$ cat src/rtl/wdog_window.sv
module wdog_window #(
  parameter int BASE_TICKS  = 11,
  parameter int PULSE_TICKS = 4,
  parameter int CW          = 16
) (
  input  logic       clk,
  input  logic       rst_n,
  input  logic       tick,
  input  logic       feed_i,
  input  logic       wr_en,
  input  logic [1:0] addr,
  input  logic [7:0] wdata,
  output logic [7:0] rdata,
  output logic       rst_o,
  output logic       irq_o
);
  localparam int PW = $clog2(PULSE_TICKS + 1);

  logic [3:0]    ctl;
  logic [2:0]    step;
  logic [1:0]    ratio;
  logic [1:0]    sts;
  logic [CW-1:0] cnt;
  logic [PW-1:0] pls;
  logic          act_q;

  wire           run     = ctl[1:0] == 2'b01;
  wire           slow    = ctl[2];
  wire [CW-1:0]  short_t = CW'(BASE_TICKS) << step;
  wire [CW-1:0]  long_t  = short_t << ({1'b0, ratio} + 3'd1);
  wire           kick    = feed_i | (wr_en && addr == 2'd2 && wdata[0]);
  wire           busy    = pls != '0;
  wire           early   = run && !busy && kick && !slow && cnt < short_t;
  wire           late    = run && !busy && !kick && tick &&
                           ({1'b0, cnt} + 1'b1) >= {1'b0, long_t};
  wire [1:0]     clr     = (wr_en && addr == 2'd3) ? wdata[1:0] : 2'b00;

  always_ff @(posedge clk or negedge rst_n) begin
    if (!rst_n) begin
      ctl   <= '0;
      step  <= '0;
      ratio <= '0;
      sts   <= '0;
    end else begin
      if (wr_en && addr == 2'd0) ctl <= wdata[3:0];
      if (wr_en && addr == 2'd1) begin
        step  <= wdata[6:4];
        ratio <= wdata[1:0];
      end
      sts <= (sts & ~clr) | {late, early};
    end
  end

  always_ff @(posedge clk or negedge rst_n) begin
    if (!rst_n) begin
      cnt   <= '0;
      pls   <= '0;
      act_q <= 1'b0;
    end else if (!run) begin
      cnt <= '0;
      pls <= '0;
    end else if (early || late) begin
      cnt   <= '0;
      pls   <= PW'(PULSE_TICKS);
      act_q <= ctl[3];
    end else if (busy) begin
      if (tick) pls <= pls - 1'b1;
    end else if (kick) begin
      cnt <= '0;
    end else if (tick) begin
      cnt <= cnt + 1'b1;
    end
  end

  always_comb begin
    case (addr)
      2'd0:    rdata = {4'b0, ctl};
      2'd1:    rdata = {1'b0, step, 2'b0, ratio};
      2'd3:    rdata = {6'b0, sts};
      default: rdata = 8'h00;
    endcase
  end

  assign rst_o = busy & act_q;
  assign irq_o = busy & ~act_q;

  p_one_action_r8: assert property (@(posedge clk) disable iff (!rst_n)
    !(rst_o && irq_o));

  p_idle_quiet_r7: assert property (@(posedge clk) disable iff (!rst_n)
    !run |=> !rst_o && !irq_o);

  p_cause_logged_r10: assert property (@(posedge clk) disable iff (!rst_n)
    $rose(rst_o || irq_o) |-> sts != 2'b00);

  p_pulse_hold_r9: assert property (@(posedge clk) disable iff (!rst_n)
    (rst_o || irq_o) && !tick && run && !wr_en |=> $stable({rst_o, irq_o}));

  p_fresh_start_r9: assert property (@(posedge clk) disable iff (!rst_n)
    $fell(rst_o || irq_o) && run |-> cnt == '0);
endmodule

$ cat config.mk
export PLATFORM = sky130hd
export DESIGN_NAME = wdog_window
export DESIGN_NICKNAME = d
export VERILOG_FILES = /design/src/rtl/wdog_window.sv
export SDC_FILE = /design/constraint.sdc
export NUM_CORES = 1
export LEC_CHECK = 0
export CORE_MARGIN = 10
export CORE_UTILIZATION = 54
export CTS_CLUSTER_DIAMETER = 120
export DETAILED_ROUTE_END_ITERATION = 8
export PLACE_DENSITY = 0.78
export SETUP_SLACK_MARGIN = 0.05
export SKIP_LAST_GASP = 1
export SLEW_MARGIN = 20
export SYNTH_ARGS = -nofsm -noshare
export SYNTH_HDL_FRONTEND = slang
export SYNTH_SLANG_ARGS = --single-unit
$ cat constraint.sdc
create_clock -name clk -period 3.5 [get_ports clk]
set_input_delay 0.875 -clock clk [delete_from_list [all_inputs] [get_ports clk]]
set_output_delay 0.875 -clock clk [all_outputs]
set_load 0.005 [all_outputs]
==> impl_metrics.env <==
export IMPL_tns_ns=0
export IMPL_synth_edff_count=0
export IMPL_end_kind="register"
export IMPL_grt_overflow=0
export IMPL_cts_tree="yes"
export IMPL_r2r_slack_ns=0.15
export IMPL_worstHoldEndpoint="sts[1]"
export IMPL_synth_area_um2=3070
export IMPL_grt_max_degree=32
export IMPL_drc=0
export IMPL_status="finished, final reports clean"
export IMPL_worstMarginPinSlew_ns=0.763
export IMPL_async_flop_share_pct=100
export IMPL_syn_num_nets=421
export IMPL_yosys_area_top_type="dfrtp_1"
export IMPL_synth_top_family_by_area="simple AND/OR/NAND/NOR gates"
export IMPL_post_synth_top_count_cell="nand2_1"
export IMPL_crit_reg2reg_launch="step[1]"
export IMPL_r2r_end="act_q"
export IMPL_cts_buffers=5
export IMPL_hold_ws_ns=0.492
export IMPL_fin_crit_ns=3.35
export IMPL_critical_path_arrival_ns=3.52
export IMPL_irDropWorstVdd_mv=0.291
export IMPL_fp_dieH_um=95.4
export IMPL_synth_seq_area_share_pct=25.2
export IMPL_drv_slew=0
export IMPL_p_seq_share_pct=25.2
export IMPL_rsz0062_at_grt="yes"
export IMPL_min_from="sts[1]"
export IMPL_clk_path_buf_depth=2
export IMPL_synth_top_cell_area_share_pct=25.2
export IMPL_grt_pass1_vias=2899
export IMPL_synth_simple_area_share_pct=24.0
export IMPL_num_antenna_cells=0
export IMPL_power_density_nw_per_um2=435
export IMPL_internal_power_uw=1010
export IMPL_cpPeakStageDelay_ns=0.38
export IMPL_clkTransAtPathRegs_ns=0.07
export IMPL_dp_cells=477
export IMPL_synth_area_mux_share_pct=8.75
export IMPL_worstSkewPairLatency_ns=0.29
export IMPL_drive_gt1_share_pct=27.8
export IMPL_hold_path_class="reg -> reg"
export IMPL_clockRootBuffer="clkbuf_8"
export IMPL_yosys_area_share_xor_xnor_pct=5.13
export IMPL_gr_usage_all_layers_pct=18.6
export IMPL_cts_sinks=31
export IMPL_hold_violations=0
export IMPL_htree_num_levels=2
export IMPL_syn_inst=372
export IMPL_avgSynthCellArea_um2=8.26
export IMPL_synth_compound_area_share_pct=17.7
export IMPL_crit_chain="inv_2, buf_4, ha_4, nor2b_4, inv_2, mux2_4, a21oi_4, o21ai_1, ha_1, a21oi_2, o21ai_0, a221o_1, nor4_4, buf_6, o31ai_4, mux2_1"
export IMPL_crit_fanout=5
export IMPL_numPortBuffers=22
export IMPL_drv_cap=0
export IMPL_synth_main_ff_cell="dfrtp_1"
export IMPL_worstSetupStartpoint="step[1]"
export IMPL_ys_types=59
export IMPL_power_switching_uw=729
export IMPL_relSlewSlack_pct=48.7
export IMPL_final_cells=493
export IMPL_path_class="reg -> reg"
export IMPL_yosysWarnings=0
export IMPL_rr_worst_depth=16
export IMPL_synth_area_top_cells="dfrtp_1 25%, ha_1 14%, mux2_2 5.1%"
export IMPL_dp_slack_ns=0.0142
export IMPL_via_per_inst=6.25
export IMPL_skew_ns=0.00437
export IMPL_required_ns=3.67
export IMPL_leakage_uw=0.00173
export IMPL_drt_iter0_drc=221
export IMPL_hpwl_um=6400
export IMPL_finalSetupViolCount=0
export IMPL_start_util_pct=55.8
export IMPL_multi_input_area_um2=2400
export IMPL_total_power_uw=1740
export IMPL_pin_count=25
export IMPL_regArea_um2=781
export IMPL_rows=27
export IMPL_drtAntennaViolNets=0
export IMPL_fmax_mhz=299
export IMPL_coreArea_um2=5510
export IMPL_vias=3081
export IMPL_dieArea_um2=9110
export IMPL_grt_first_pass_wirelength_um=13600
export IMPL_critPathMostFrequentCell="inv_2"
export IMPL_whs_path_depth=1
export IMPL_synth_seq_cells=31
export IMPL_p_sw_share_pct=42.0
export IMPL_critical_path_top_delay_family="compound AO/OA/AOI/OAI gates"
export IMPL_wl_per_cell_um=18.5
export IMPL_worst_slack_ns=0.154
export IMPL_crit_buf_inv=4
export IMPL_combPwrFrac_pct=59.0
export IMPL_nets=469
export IMPL_fill_cells=409
export IMPL_finalCritPeriodShare_pct=95.6
export IMPL_routabilityCongestion=0.871
export IMPL_synth_commonest_cells="40 x nand2_1, 34 x ha_1, 31 x dfrtp_1"
export IMPL_syn_to_final_growth_pct=30.0
export IMPL_first_pass_iters=6
export IMPL_critPathSlowestCell="dfrtp_2"
export IMPL_antenna_found_initial=0
export IMPL_routed_wl_um=9110
export IMPL_clkPwrFrac_pct=15.9
export IMPL_die_w_um=95.4
export IMPL_yosys_area_share_adder_pct=13.8
export IMPL_crit_path_start_kind="register"
==> cell type report <==
type / count / area share (%)
clock inverter: 1 / 0.125
multi-input combinational: 305 / 60.2
timing repair buffer: 64 / 14.5
tap: 72 / 2.26
sequential: 31 / 19.5
inverter: 13 / 1.41
clock buffer: 7 / 1.91
==> per-layer routing <==
metal  up-vias  part of all wire (%)  wire (um)  global-route usage (%)
met5         -                     0          0                       0
met4         0                   2.0        180                    6.14
met3        20                   4.6        416                    3.46
met2       104                    51       4620                    31.5
met1      1494                    43       3890                    23.3
li1       1463                     -          -                       -
==> power by group through the flow <==
stage | combinational (uW) | sequential [uW] | clock, uW
after global routing | 1100 | 443 | 299
after detailed placement | 760 | 437 | 0
after CTS | 803 | 431 | 282
after global placement | 737 | 434 | 0
final | 1020 | 438 | 276
after floorplan | 523 | 431 | 0
==> flip-flops by register name, indices dropped and copies added, names as in the netlist <==
register / cells
cnt: 16
ctl: 4
pls: 3
step: 3
ratio: 2
sts: 2
act_q: 1
==> cells by family after synthesis <==
group | after synthesis
simple gates | 144
other cells | 1
buf+inv | 36
flops | 31
mux | 25
compound gates | 83
fa+ha+maj | 34
xor+xnor | 18
==> stage by stage <==
step | instance area, um2 | utilization [%]
after floorplan | 3100 | -
after global placement | 3550 | 64.5
after detailed placement | 3550 | 64.5
after CTS | 3680 | 66.8
after global routing | 3990 | 72.5
final | 3990 | 72.5
==> what timing repair did <==
action | 4_1_cts | 5_1_grt
gates resized for setup | 14 | 55
hold buffers | 0 | 0
buffers inserted | 1 | 6
cloned | 0 | 1
endpoints found under the setup margin | 11 | 20
pin swaps | 6 | 13
==> layout by cell type, fill, tap and decap left out, drive strengths merged, types with 3 or more instances in the layout <==
master         count
dfrtp             31
a21o               4
nor2b              6
nand2             40
nor3              12
nor2              27
a31oi             10
xnor2             11
a32o               5
nand3             19
a21oi             22
mux2i             10
xor2               7
clkbuf             8
nor4               4
a32oi              3
o21ai             19
nand4              9
and3               7
ha                34
and2               5
inv               11
o31ai              3
clkdlybuf4s50     22
mux2              15
buf               41
nand2b             3
==> worst max path at each step <==
stage | end | slack (ns) | cells past startpoint
after floorplan | act_q | 0.06 | 14
after global placement | act_q | 0.04 | 15
after detailed placement | act_q | 0.01 | 15
after CTS | act_q | 0.07 | 15
after global routing | cnt[14] | 0.0007 | 17
final | act_q | 0.15 | 16
Power figures use the tool's default switching activity.
